$ cat src/rtl/sysclk_pkg.sv
package sysclk_pkg;

  typedef enum logic [1:0] {
    SRC_INT = 2'b00,
    SRC_EXT = 2'b01,
    SRC_PLL = 2'b10,
    SRC_BAD = 2'b11
  } src_e;

  localparam int unsigned DIV_CODE_W = 4;
  localparam int unsigned SHIFT_W    = 4;

  // log2 of the bus divisor; the value 32 (shift 5) is never produced
  function automatic logic [SHIFT_W-1:0] div_shift(input logic [DIV_CODE_W-1:0] code);
    logic [SHIFT_W-1:0] low;
    low = {2'b00, code[1:0]};
    if (!code[3])      return '0;
    else if (!code[2]) return low + 4'd1;
    else               return low + 4'd6;
  endfunction

endpackage

$ cat src/rtl/sysclk_sel_reg.sv
module sysclk_sel_reg
  import sysclk_pkg::*;
(
  input  logic       clk,
  input  logic       rst_n,
  input  logic       wr_en,
  input  logic [1:0] wr_src,
  input  logic       force_int,
  output src_e       sel
);

  always_ff @(posedge clk) begin
    if (!rst_n) begin
      sel <= SRC_INT;
    end else if (force_int) begin
      sel <= SRC_INT;
    end else if (wr_en && (wr_src != SRC_BAD)) begin
      sel <= src_e'(wr_src);
    end
  end

endmodule

$ cat src/rtl/sysclk_src_track.sv
module sysclk_src_track
  import sysclk_pkg::*;
(
  input  logic clk,
  input  logic rst_n,
  input  src_e sel,
  input  logic rdy_int,
  input  logic rdy_ext,
  input  logic rdy_pll,
  input  logic fail_now,
  output src_e stat
);

  logic tgt_rdy;

  always_comb begin
    case (sel)
      SRC_INT: tgt_rdy = rdy_int;
      SRC_EXT: tgt_rdy = rdy_ext;
      SRC_PLL: tgt_rdy = rdy_pll;
      default: tgt_rdy = 1'b0;
    endcase
  end

  always_ff @(posedge clk) begin
    if (!rst_n) begin
      stat <= SRC_INT;
    end else if (fail_now) begin
      stat <= SRC_INT;
    end else if ((stat != sel) && tgt_rdy) begin
      stat <= sel;
    end
  end

endmodule

$ cat src/rtl/sysclk_bus_div.sv
module sysclk_bus_div
  import sysclk_pkg::*;
#(
  parameter int unsigned MAX_SHIFT = 9
) (
  input  logic                  clk,
  input  logic                  rst_n,
  input  logic                  wr_en,
  input  logic [DIV_CODE_W-1:0] wr_code,
  output logic [DIV_CODE_W-1:0] code_q,
  output logic                  ce
);

  localparam int unsigned CW = MAX_SHIFT;

  logic [DIV_CODE_W-1:0] act_code;
  logic [CW-1:0]         cnt;
  logic [CW:0]           span;
  logic [CW:0]           last_w;

  assign span   = (CW+1)'(1) << div_shift(act_code);
  assign last_w = span - (CW+1)'(1);
  assign ce     = (cnt == last_w[CW-1:0]);

  always_ff @(posedge clk) begin
    if (!rst_n) begin
      code_q <= '0;
    end else if (wr_en) begin
      code_q <= wr_code;
    end
  end

  always_ff @(posedge clk) begin
    if (!rst_n) begin
      cnt      <= '0;
      act_code <= '0;
    end else if (ce) begin
      cnt      <= '0;
      act_code <= code_q;
    end else begin
      cnt <= cnt + 1'b1;
    end
  end

endmodule

$ cat src/rtl/sysclk_ctrl.sv
module sysclk_ctrl
  import sysclk_pkg::*;
#(
  parameter int unsigned MAX_SHIFT = 9
) (
  input  logic       clk,
  input  logic       rst_n,
  input  logic       cfg_we,
  input  logic [1:0] cfg_src,
  input  logic [3:0] cfg_div,
  input  logic       rdy_int,
  input  logic       rdy_ext,
  input  logic       rdy_pll,
  input  logic       pll_from_ext,
  input  logic       lp_exit,
  input  logic       ext_fail,
  output logic [1:0] sel_src,
  output logic [1:0] act_src,
  output logic [3:0] div_code,
  output logic       bus_ce
);

  src_e sel;
  src_e stat;
  logic fail_now;
  logic force_int;

  assign fail_now  = ext_fail && ((stat == SRC_EXT) || ((stat == SRC_PLL) && pll_from_ext));
  assign force_int = lp_exit || fail_now;

  sysclk_sel_reg u_sel (
    .clk       (clk),
    .rst_n     (rst_n),
    .wr_en     (cfg_we),
    .wr_src    (cfg_src),
    .force_int (force_int),
    .sel       (sel)
  );

  sysclk_src_track u_track (
    .clk      (clk),
    .rst_n    (rst_n),
    .sel      (sel),
    .rdy_int  (rdy_int),
    .rdy_ext  (rdy_ext),
    .rdy_pll  (rdy_pll),
    .fail_now (fail_now),
    .stat     (stat)
  );

  sysclk_bus_div #(.MAX_SHIFT(MAX_SHIFT)) u_div (
    .clk     (clk),
    .rst_n   (rst_n),
    .wr_en   (cfg_we),
    .wr_code (cfg_div),
    .code_q  (div_code),
    .ce      (bus_ce)
  );

  assign sel_src = sel;
  assign act_src = stat;

endmodule

$ cat config.mk
export PLATFORM = sky130hd
export DESIGN_NAME = sysclk_ctrl
export DESIGN_NICKNAME = d
export VERILOG_FILES = /design/src/rtl/sysclk_pkg.sv /design/src/rtl/sysclk_sel_reg.sv /design/src/rtl/sysclk_src_track.sv /design/src/rtl/sysclk_bus_div.sv /design/src/rtl/sysclk_ctrl.sv
export SDC_FILE = /design/constraint.sdc
export NUM_CORES = 1
export LEC_CHECK = 0
export CORE_UTILIZATION = 50
export CTS_BUF_LIST = sky130_fd_sc_hd__clkbuf_8
export CTS_CLUSTER_DIAMETER = 100
export DETAILED_ROUTE_END_ITERATION = 12
export DONT_BUFFER_PORTS = 1
export GPL_TIMING_DRIVEN = 0
export HOLD_SLACK_MARGIN = 0.12
export PLACE_DENSITY_LB_ADDON = 0.25
export SLEW_MARGIN = 20
export SYNTH_ARGS = -nofsm -noshare
export SYNTH_HDL_FRONTEND = slang
export SYNTH_HIERARCHICAL = 1
export SYNTH_SLANG_ARGS = --single-unit
$ cat constraint.sdc
create_clock -name clk -period 4.55 [get_ports clk]
set_input_delay 0.91 -clock clk [delete_from_list [all_inputs] [get_ports clk]]
set_output_delay 0.91 -clock clk [all_outputs]
set_load 0.005 [all_outputs]
# [Word level (Yosys, flattened, before mapping)]
# Cells that the tools add are included.
[word_totals] elab_cells=31 inputBits=15 out_inout_bits=9 ff_bits=21
[op_classes] n_mux=3 reduce_logical=10 n_bitwise=1 shift=1 n_eq_ne=7 n_addsub=4
[ops] cell="$add 9x1->9 const B" count=1
[ops] cell="$eq 9x9->1" count=1
[ops] cell="$shl 1x4->9 const A" count=1
[ops] cell="$sub 9x1->9 const B" count=1
[ops] cell="$mux 4" count=2
[ops] cell="$reduce_or 2->1" count=3
[ops] cell="$add 2x3->4 const B" count=1
[ops] cell="$eq 2x1->1 const B" count=2
[ops] cell="$eq 2x2->1 const B" count=2
[ops] cell="$logic_and 1x1->1" count=4
[ops] cell="$add 2x1->3 const B" count=1
[ops] cell="$pmux 1 s3" count=1
[ops] cell="$logic_not 2->1" count=1
[ops] cell="$logic_or 1x1->1" count=2
[ops] cell="$ne 2x2->1" count=1
[ops] cell="$ne 2x2->1 const B" count=1
[ops] cell="$not 1->1" count=1

# [Logic depth before layout (Yosys ltp)]
# Gate-level depths: netlist of the first run.
[depth] ltp_word=7 depth_mapped=10

# [Hierarchy]
# The synthesis of the first run kept the hierarchy.
[by_module_without_submodules] module="sysclk_bus_div" n_inst=1 area_each_um2=1034.7 cells_per_inst=115 seq_area_each_um2=340.3
[by_module_without_submodules] module="sysclk_src_track" n_inst=1 area_each_um2=110.1 cells_per_inst=13 seq_area_each_um2=40.0
[by_module_without_submodules] module="sysclk_sel_reg" n_inst=1 area_each_um2=85.1 cells_per_inst=8 seq_area_each_um2=40.0
[by_module_without_submodules] module="sysclk_ctrl" n_inst=1 area_each_um2=27.5 cells_per_inst=4 seq_area_each_um2=0.0

# [Worst setup path before layout of the first run]
# No wires, ideal clock.
[synth_timing] path_kind="reg-to-output" start="register u_div.act_code[0]" end="output bus_ce" required_ns=3.640 arrival_ns=2.871 slack_ns=0.769 n_path_buf=1 stages_incl_launch_ff=10 cell_sequence="dfxtp_1 > ha_1 > or2_4 > or4b_2 > ha_1 > xor2_1 > xnor2_1 > nand4_1 > a2111oi_4 > buf_6"
[synth_between] elab_chain_cells=6 word_cells_on_any_way=7 cone_classes="3 x add/sub; 1 x eq/ne; 1 x shift; 2 x mux"
[synth_lines] element="start: declaration" line="sysclk_bus_div.sv:16" rtl="logic [DIV_CODE_W-1:0] act_code;"
[synth_lines] element="start signal: assignment" line="sysclk_bus_div.sv:39" rtl="act_code <= code_q;"
[synth_lines] element="$add 2x3->4 or $add 2x1->3 (tied branches)" line="sysclk_pkg.sv:19, sysclk_pkg.sv:18"
[synth_lines] element="$mux 4 *" line="sysclk_pkg.sv:18" rtl="else if (!code[2]) return low + 4'd1;"
[synth_lines] element="$mux 4 *" line="sysclk_pkg.sv:17" rtl="if (!code[3]) return '0;"
[synth_lines] element="$shl 1x4->9 *" line="sysclk_bus_div.sv:21" rtl="assign span = (CW+1)'(1) << div_shift(act_code);"
[synth_lines] element="$sub 9x1->9 *" line="sysclk_bus_div.sv:22" rtl="assign last_w = span - (CW+1)'(1);"
[synth_lines] element="$eq 9x9->1 *" line="sysclk_bus_div.sv:23" rtl="assign ce = (cnt == last_w[CW-1:0]);"
[synth_lines] element="end: declaration" line="sysclk_ctrl.sv:20" rtl="output logic bus_ce"
# Every way passes the cells marked *; elsewhere a longest branch is shown, timed or not.

# [Worst setup path in the final report of the first run]
# Ends and elaborated chain as after synthesis.

==> results of run 1 <==
[sequential cells by signal, summed over array words and instances, names as in the netlist]
| name | flops |
|---|---|
| u_div/act_code | 4 |
| u_sel/sel | 2 |
| u_track/stat | 2 |
| u_div/cnt | 9 |
| u_div/code_q | 4 |
[layout make-up]
| cell class | count | area share |
|---|---|---|
| plain buffers | 7 | 0.0267 |
| clock buffers | 3 | 0.0303 |
| flip-flops and latches | 21 | 0.309 |
| repair buffers | 3 | 0.0165 |
| inverters | 5 | 0.0138 |
| well taps | 28 | 0.0257 |
| multi-input cells | 107 | 0.574 |
| clock inverters | 1 | 0.00368 |
[Yosys cell counts, drive strengths merged]
| cell type | number | area share |
|---|---|---|
| o221a | 2 | 0.018 |
| xor2 | 8 | 0.056 |
| nor3 | 3 | 0.016 |
| or2 | 1 | 0.0070 |
| ha | 3 | 0.030 |
| and4b | 1 | 0.0080 |
| o22ai | 1 | 0.0050 |
| o22a | 1 | 0.0070 |
| nor3b | 9 | 0.054 |
| nor2 | 3 | 0.0090 |
| nand4b | 2 | 0.014 |
| nand4 | 2 | 0.0099 |
| a21oi | 4 | 0.016 |
| and3b | 2 | 0.015 |
| mux2i | 10 | 0.080 |
| or4b | 1 | 0.0080 |
| nand2 | 14 | 0.042 |
| o21ai | 5 | 0.020 |
| a2111oi | 1 | 0.022 |
| o31a | 1 | 0.0070 |
| nand2b | 3 | 0.015 |
| nand3 | 7 | 0.028 |
| nor2b | 8 | 0.040 |
| inv | 5 | 0.015 |
| o211ai | 2 | 0.012 |
| clkbuf | 4 | 0.012 |
| buf | 3 | 0.017 |
| dfxtp | 21 | 0.33 |
| or3 | 1 | 0.0050 |
| xnor2 | 7 | 0.049 |
| o311ai | 1 | 0.0070 |
| nand3b | 3 | 0.018 |
| a211o | 1 | 0.0070 |
[repair_timing]
item                       CTS  global route
setup endpoints to repair    0             1
resized for setup            0             0
buffers inserted             0             3
[worst register-to-register path: stages (launching register included)]
cell and delay [ps]:
dfxtp_1 510, ha_1 360, or2_4 280, or4b_2 630, ha_1 260, nand2b_1 90, o311ai_0 200, xor2_1 220
a2111oi_4 460, buf_6 210, mux2i_1 190
[cells in the final DEF (no fill, tap or decap), drive strengths merged, types with 4 or more instances in the layout]
cell type,instances
dfxtp,21
nand2,14
mux2i,10
nor3b,9
xor2,8
nor2b,8
nand3,7
xnor2,7
clkbuf,7
buf,6
inv,5
o21ai,5
a21oi,4
[cell families (layout without fill, tap and decap cells)]
| logic type | count (synthesis) | in the layout |
|---|---|---|
| buffers and inverters | 12 | 19 |
| AOI/OAI and AO/OA | 19 | 19 |
| muxes | 10 | 10 |
| xor gates and xnor gates | 15 | 15 |
| and+or+nand+nor | 60 | 60 |
| adders and majority gates | 3 | 3 |
| DFF | 21 | 21 |
[metal layers]
metal,part of all wire,GRT usage,wire [um]
met1,0.46,0.249,1240
met4,0.011,0.0702,31
met3,0.032,0.0497,86
met2,0.50,0.402,1340
met5,0,0,0
[where the power goes]
part,switching (uW),internal (uW)
registers,22.7,201
clock network,62.9,61.1
logic,151,155
total,237,417
[worst max path at each step]
stage	endpoint	slack [ps]	cells after the start
floorplan	bus_ce	770	9
global placement	bus_ce	500	9
CTS	bus_ce	80	9
global route	bus_ce	-10	9
finish	bus_ce	140	9
detailed placement	bus_ce	440	9
[metrics by stage]
stage / area [um2] / power [uW]
final: 1360 / 654
after global routing: 1360 / 685
after CTS: 1340 / 606
after detailed placement: 1290 / 483
after global placement: 1290 / 471
after floorplan: 1260 / 433
==> results.ini, run 1 <==
[run_status]
outcome=finished, final reports clean

[global_routing]
grt_pass1_vias=1058
grt_max_degree=13
grt_pass1_wl_um=4430
antenna_found_initial=0
overflow=0
grt.total_usage=0.220

[critical_path]
worstPathRequired_ps=3640
reg2reg_depth=10
startpoint=u_div/act_code[0]
arrival_ps=3500
end_kind=output port
critPathMaxFanout=10
critPathMaxStageDelay_ps=630
cp_top_family=simple AND/OR/NAND/NOR gates
crit_slowest_cell=or4b_2
r2r_start=u_div/act_code[0]
critical_path_class=reg2out
rrSetupSlack_ps=1060
cp_cell_sequence=ha_1 > or2_4 > or4b_2 > ha_1 > nand2b_1 > o311ai_0 > xor2_1 > a2111oi_4 > buf_6
start_kind=register
crit_buf_inv=1
worst_r2r_endpoint=u_div/act_code[2]
crit_top_cell=ha_1

[drt]
drc=0
drt_iter0_drc=16
wl_per_cell_um=15.4
finalWirelength_um=2700
ant_nets=0
first_pass_iters=4
vias_per_cell=5.87
routed-via-count=1028

[floorplanning]
io_pins=24
placementRows=17
die_area_um2=2720
start_util=0.547
die_y_um=52.2
core_area_um2=2300
chipWidth_um=52.2

[cts]
cts_tree=done
numCtsBuffers=3
htreeDepth=1
clock-root-buffer=clkbuf_8
clk_path_buf_depth=2
postCtsHoldBufs=0
clk_pin_slew_ps=80
cts_sinks=21
insertion_delay_ps=260

[logic_synthesis]
avgSynthCellArea_um2=8.98
synth_cells=140
synth_fa_ha_area_frac=0.0299
synth_mux_area_frac=0.0796
synthSimpleGateAreaFrac=0.288
yosysUniqueCellTypes=36
ys_ff_latch=21
synth_compound_area_frac=0.120
yosysSeqAreaShare=0.334
yosys_warnings=6
syn_area_um2=1260
synth_top_family_by_area=simple AND/OR/NAND/NOR gates
synthXorXnorAreaFrac=0.104
syn_nets=158

[final_layout]
nNetsFinal=166
utilization=0.593
fillers=220
multiInputGateArea_um2=782
layout-drive-gt1-share=0.102
syn_to_final_growth_pct=8.26
fin_cells=175
diodes=0
regArea_um2=420

[timing]
tns_ps=0
relSlewSlack=0.620
worst_slack_ps=140
slew_violations=0
setup_viol=0
fin_crit_sh=0.969
final_hold_viol_count=0
fmaxAchievable_ghz=0.227
min_period_ps=4410
tightest_slew_ps=563
whs_ps=509
fin_skew_ps=4.24

[power]
vdd_drop_max_mv=0.424
leakagePower_uw=0.000490
p_per_area_nw_per_um2=480

[placement]
place_hpwl_um=1960
gp_congestion=0.866
portBuffers=0
place_inst=168
pre_cts_ws_ps=436

[min_path]
hp-class=reg2reg
holdPathEnd=u_div/act_code[0]
hold_depth=2
hp-start=u_div/code_q[0]

[job]
cap_violations=0

Note: power is estimated with default switching activity, not from simulation.
==> run 2: changes to the inputs <==
--- a/config.mk
+++ b/config.mk
@@ -7,2 +7,3 @@
 export LEC_CHECK = 0
+export CORE_MARGIN = 2
 export CORE_UTILIZATION = 50
==> constraint.sdc (replaced) <==
create_clock -name clk -period 4.55 [get_ports clk]
set_input_delay 0.6825 -clock clk [delete_from_list [all_inputs] [get_ports clk]]
set_output_delay 0.6825 -clock clk [all_outputs]
set_load 0.005 [all_outputs]
==> results.ini, run 2 (synthesized netlist as in run 1, its figures left out) <==
[run_status]
outcome=finished, final reports clean  ; unchanged

[timing]
fin_skew_ps=4.41  ; was 4.24 ps
tightest_slew_ps=515  ; was 563 ps
fin_crit_sh=0.927  ; was 0.969
min_period_ps=4220  ; was 4410 ps
rsz0062_at_grt=no
relSlewSlack=0.652  ; was 0.620
whs_ps=506  ; was 509 ps
tns_ps=0  ; unchanged
slew_violations=0  ; unchanged
setup_viol=0  ; unchanged
final_hold_viol_count=0  ; unchanged
fmaxAchievable_ghz=0.237  ; was 0.227 GHz
worst_slack_ps=333  ; was 140 ps

[drt]
drc=0  ; unchanged
first_pass_iters=4  ; unchanged
ant_nets=0  ; unchanged
finalWirelength_um=2550  ; was 2700 um
vias_per_cell=5.87  ; about the same
drt_iter0_drc=16  ; unchanged
wl_per_cell_um=14.7  ; was 15.4 um
routed-via-count=1021  ; was 1,028

[cts]
clock-root-buffer=clkbuf_8  ; unchanged
clk_path_buf_depth=2  ; unchanged
postCtsHoldBufs=0  ; unchanged
post_cts_resized=0  ; unchanged
htreeDepth=1  ; unchanged
clk_pin_slew_ps=80  ; about the same
cts_sinks=21  ; unchanged
postCtsSetupBuffers=0  ; unchanged
numCtsBuffers=3  ; unchanged
insertion_delay_ps=270  ; was 260 ps
cts_tree=done  ; unchanged

[final_layout]
diodes=0  ; unchanged
reg_top3=u_div/cnt (9), u_div/act_code (4), u_div/code_q (4)  ; unchanged
regMostFlops=u_div/cnt  ; unchanged
layout-drive-gt1-share=0.0833  ; was 0.102
largest_reg_flops=9  ; unchanged
fillers=236  ; was 220
utilization=0.552  ; was 0.593
syn_to_final_growth_pct=6.87  ; was 8.26%
nNetsFinal=163  ; was 166
layout_commonest_cell=dfxtp_1  ; unchanged
final_cell_mix=dfxtp_1, nand2_1, mux2i_1, nor3b_1  ; unchanged

[power]
power.total_uw=604  ; was 654 uW
p_per_area_nw_per_um2=449  ; was 480 nW/um2
leakagePower_uw=0.000472  ; was 0.000490 uW
vdd_drop_max_mv=0.392  ; was 0.424 mV

[floorplanning]
io_pins=24  ; unchanged
die_area_um2=2930  ; was 2720 um2
die_y_um=54.2  ; was 52.2 um
start_util=0.517  ; was 0.547
chipWidth_um=54.2  ; was 52.2 um
placementRows=18  ; was 17
core_area_um2=2430  ; was 2300 um2

[placement]
portBuffers=0  ; unchanged
pre_cts_ws_ps=684  ; was 436 ps
place_hpwl_um=1870  ; was 1960 um
gp_congestion=0.845  ; was 0.866

[critical_path]
rrSetupSlack_ps=1020  ; was 1060 ps
critPathMaxFanout=10  ; unchanged
r2r_start=u_div/act_code[0]  ; unchanged
critical_path_class=reg2out  ; unchanged
arrival_ps=3530  ; was 3500 ps
worstPathRequired_ps=3870  ; was 3640 ps
end_kind=output port  ; unchanged
worst_r2r_endpoint=u_div/act_code[2]  ; unchanged
reg2reg_depth=10  ; unchanged
start_kind=register  ; unchanged

[job]
cap_violations=0  ; unchanged

[min_path]
hold_depth=2  ; unchanged
holdPathEnd=u_div/act_code[1]  ; was u_div/act_code[0]
hp-start=u_div/code_q[1]  ; was u_div/code_q[0]
hp-class=reg2reg  ; unchanged

[global_routing]
overflow=0  ; unchanged
grt.total_usage=0.185  ; was 0.220
grt_pass1_wl_um=3970  ; was 4430 um
grt_pass1_vias=931  ; was 1,058
grt_max_degree=14  ; was 13
antenna_found_initial=0  ; unchanged

-- run 2: critical path: stages, from the launching register on --
cell and delay, ps:
dfxtp_1 500, ha_1 360, or2_4 290, or4b_2 610
ha_1 250, xor2_1 170, xnor2_1 180, nand4_1 160
a2111oi_4 520, buf_6 220
-- run 2: final cells by class --
type / count / area, um2 / area share
buffer: 7 / 36.3 / 0.0270
clock buffer: 3 / 41.3 / 0.0307
inverter: 5 / 18.8 / 0.0140
sequential: 21 / 420 / 0.313
tap: 30 / 37.5 / 0.0279
multi-input combinational: 107 / 782 / 0.582
clock inverter: 1 / 7.51 / 0.00559
-- run 2: per-layer routing --
metal | routed length, um | share of wire | track usage
met1 | 1110 | 0.44 | 0.216
met2 | 1280 | 0.50 | 0.327
met3 | 141 | 0.055 | 0.0583
met4 | 14 | 0.0055 | 0.0375
met5 | 0 | 0 | 0
-- run 2: how the worst max path moves through the flow --
stage,start,to,slack (ps)
2_1_floorplan,u_div/act_code[0],bus_ce,1000
6_report,u_div/act_code[0],bus_ce,330
5_1_grt,u_div/act_code[0],bus_ce,210
4_1_cts,u_div/act_code[0],bus_ce,360
3_5_place_dp,u_div/act_code[0],bus_ce,680
3_3_place_gp,u_div/act_code[0],bus_ce,710
-- run 2: metrics by stage --
| step | cell area (um2) | std cells |
|---|---|---|
| after global routing | 1340 | 174 |
| after global placement | 1290 | 170 |
| after floorplan | 1260 | 140 |
| after CTS | 1340 | 174 |
| final | 1340 | 174 |
| after detailed placement | 1290 | 170 |
-- run 2: power breakdown --
part | leakage (uW) | internal, uW | total [uW] | switching [uW]
logic | 0.000279 | 117 | 254 | 137
registers | 0.000171 | 201 | 222 | 21.6
clock network | 0.0000217 | 62.0 | 127 | 65.4
total | 0.000472 | 380 | 604 | 224
==> run 3: changes to the inputs <==
PLACE_DENSITY = 0.69   (was not set)
PLACE_DENSITY_LB_ADDON = not set   (was 0.25)
==> results.ini, run 3 (synthesized netlist as in run 1, its figures left out) <==
[global_routing]
antenna_found_initial=0  ; unchanged
grt.total_usage=0.200  ; was 0.185
grt_pass1_wl_um=4220  ; was 3970 um
overflow=0  ; unchanged
grt_max_degree=13  ; was 14
grt_pass1_vias=1016  ; was 931

[placement]
place_inst=170  ; unchanged
portBuffers=0  ; unchanged
gp_congestion=0.754  ; was 0.845
place_hpwl_um=1950  ; was 1870 um

[drt]
ant_nets=0  ; unchanged
finalWirelength_um=2500  ; was 2550 um
wl_per_cell_um=14.4  ; was 14.7 um
drc=0  ; unchanged
first_pass_iters=4  ; unchanged
vias_per_cell=5.76  ; was 5.87
drt_iter0_drc=23  ; was 16
routed-via-count=1002  ; was 1,021

[timing]
fin_crit_sh=0.929  ; was 0.927
slew_violations=0  ; unchanged
fin_skew_ps=0.855  ; was 4.41 ps
fmaxAchievable_ghz=0.237  ; about the same
tns_ps=0  ; unchanged
relSlewSlack=0.616  ; was 0.652
min_period_ps=4230  ; was 4220 ps
setup_viol=0  ; unchanged
tightest_slew_ps=576  ; was 515 ps
rsz0062_at_grt=no  ; unchanged
final_hold_viol_count=0  ; unchanged

[cts]
clock-root-buffer=clkbuf_8  ; unchanged
clk_pin_slew_ps=70  ; was 80 ps
post_cts_resized=0  ; unchanged
htreeDepth=1  ; unchanged
numCtsBuffers=3  ; unchanged
cts_sinks=21  ; unchanged
insertion_delay_ps=260  ; was 270 ps
postCtsSetupBuffers=0  ; unchanged
postCtsHoldBufs=0  ; unchanged
clk_path_buf_depth=2  ; unchanged
cts_tree=done  ; unchanged

[critical_path]
critical_path_class=reg2out  ; unchanged
arrival_ps=3540  ; was 3530 ps
start_kind=register  ; unchanged
worstPathRequired_ps=3870  ; about the same
critPathMaxFanout=10  ; unchanged
end_kind=output port  ; unchanged

[min_path]
hp-class=reg2reg  ; unchanged

[final_layout]
fin_cells=174  ; unchanged
layout_commonest_cell=dfxtp_1  ; unchanged
final_cell_mix=dfxtp_1, nand2_1, mux2i_1, nor3b_1  ; unchanged
syn_to_final_growth_pct=6.67  ; was 6.87%
regMostFlops=u_div/cnt  ; unchanged
nNetsFinal=163  ; unchanged
layout-drive-gt1-share=0.0833  ; unchanged
diodes=0  ; unchanged
reg_top3=u_div/cnt (9), u_div/act_code (4), u_div/code_q (4)  ; unchanged
largest_reg_flops=9  ; unchanged

[run_status]
outcome=finished, final reports clean  ; unchanged

[power]
leakagePower_uw=0.000476  ; was 0.000472 uW
p_per_area_nw_per_um2=446  ; was 449 nW/um2
vdd_drop_max_mv=0.335  ; was 0.392 mV
power.total_uw=598  ; was 604 uW

[floorplanning]
io_pins=24  ; unchanged
die_area_um2=2930  ; unchanged
placementRows=18  ; unchanged
start_util=0.517  ; unchanged
chipWidth_um=54.2  ; unchanged
core_area_um2=2430  ; unchanged
die_y_um=54.2  ; unchanged

[job]
cap_violations=0  ; unchanged

run 3: cell types whose count changed in the layout (fill, tap and decap cells not counted), sizes merged:
cell / change
clkinv: +1
clkinvlp: -1
run 3: metal layers:
layer,track usage,up-vias,share of wire
met5,0,-,0
met4,0.0958,0,0.0076
met3,0.0361,2,0.031
met2,0.357,22,0.52
met1,0.224,477,0.44
li1,-,501,-
run 3: final cells by class:
class	count	area (um2)
clock inverter	1	5.00
clock buffer	3	41.3
multi-input combinational	107	782
sequential	21	420
inverter	5	18.8
buffer	7	36.3
fill	225	1090
tap	30	37.5
run 3: metrics by stage:
| stage | worst slack, ps | cell area (um2) | hold slack, ps | utilization |
|---|---|---|---|---|
| 2_1_floorplan | 997 | 1260 | 467 | - |
| 3_3_place_gp | 666 | 1290 | 488 | 0.532 |
| 3_5_place_dp | 620 | 1290 | 496 | 0.532 |
| 4_1_cts | 332 | 1340 | 506 | 0.551 |
| 5_1_grt | 105 | 1340 | 527 | 0.551 |
| 6_report | 324 | 1340 | 513 | 0.551 |
run 3: worst paths after layout:
kind / slack [ps] / cells past startpoint / from / to
max: 320 / 9 / u_div/act_code[1] / bus_ce
min: 510 / 2 / u_div/code_q[3] / u_div/act_code[3]
max reg2reg: 1000 / 10 / u_div/act_code[1] / u_div/act_code[2]
min reg2reg: 510 / 2 / u_div/code_q[3] / u_div/act_code[3]
run 3: power by group:
group	total, uW	internal [uW]	switching (uW)
clock	119	60.9	58.5
combinational	256	118	138
sequential	223	201	21.7
run 3: critical path, stage by stage, from the launching register on:
cell,delay [ps]
dfxtp_1,460
ha_1,350
or2_4,280
or4b_2,630
ha_1,270
xor2_1,170
xnor2_1,170
nand4_1,160
a2111oi_4,570
buf_6,220
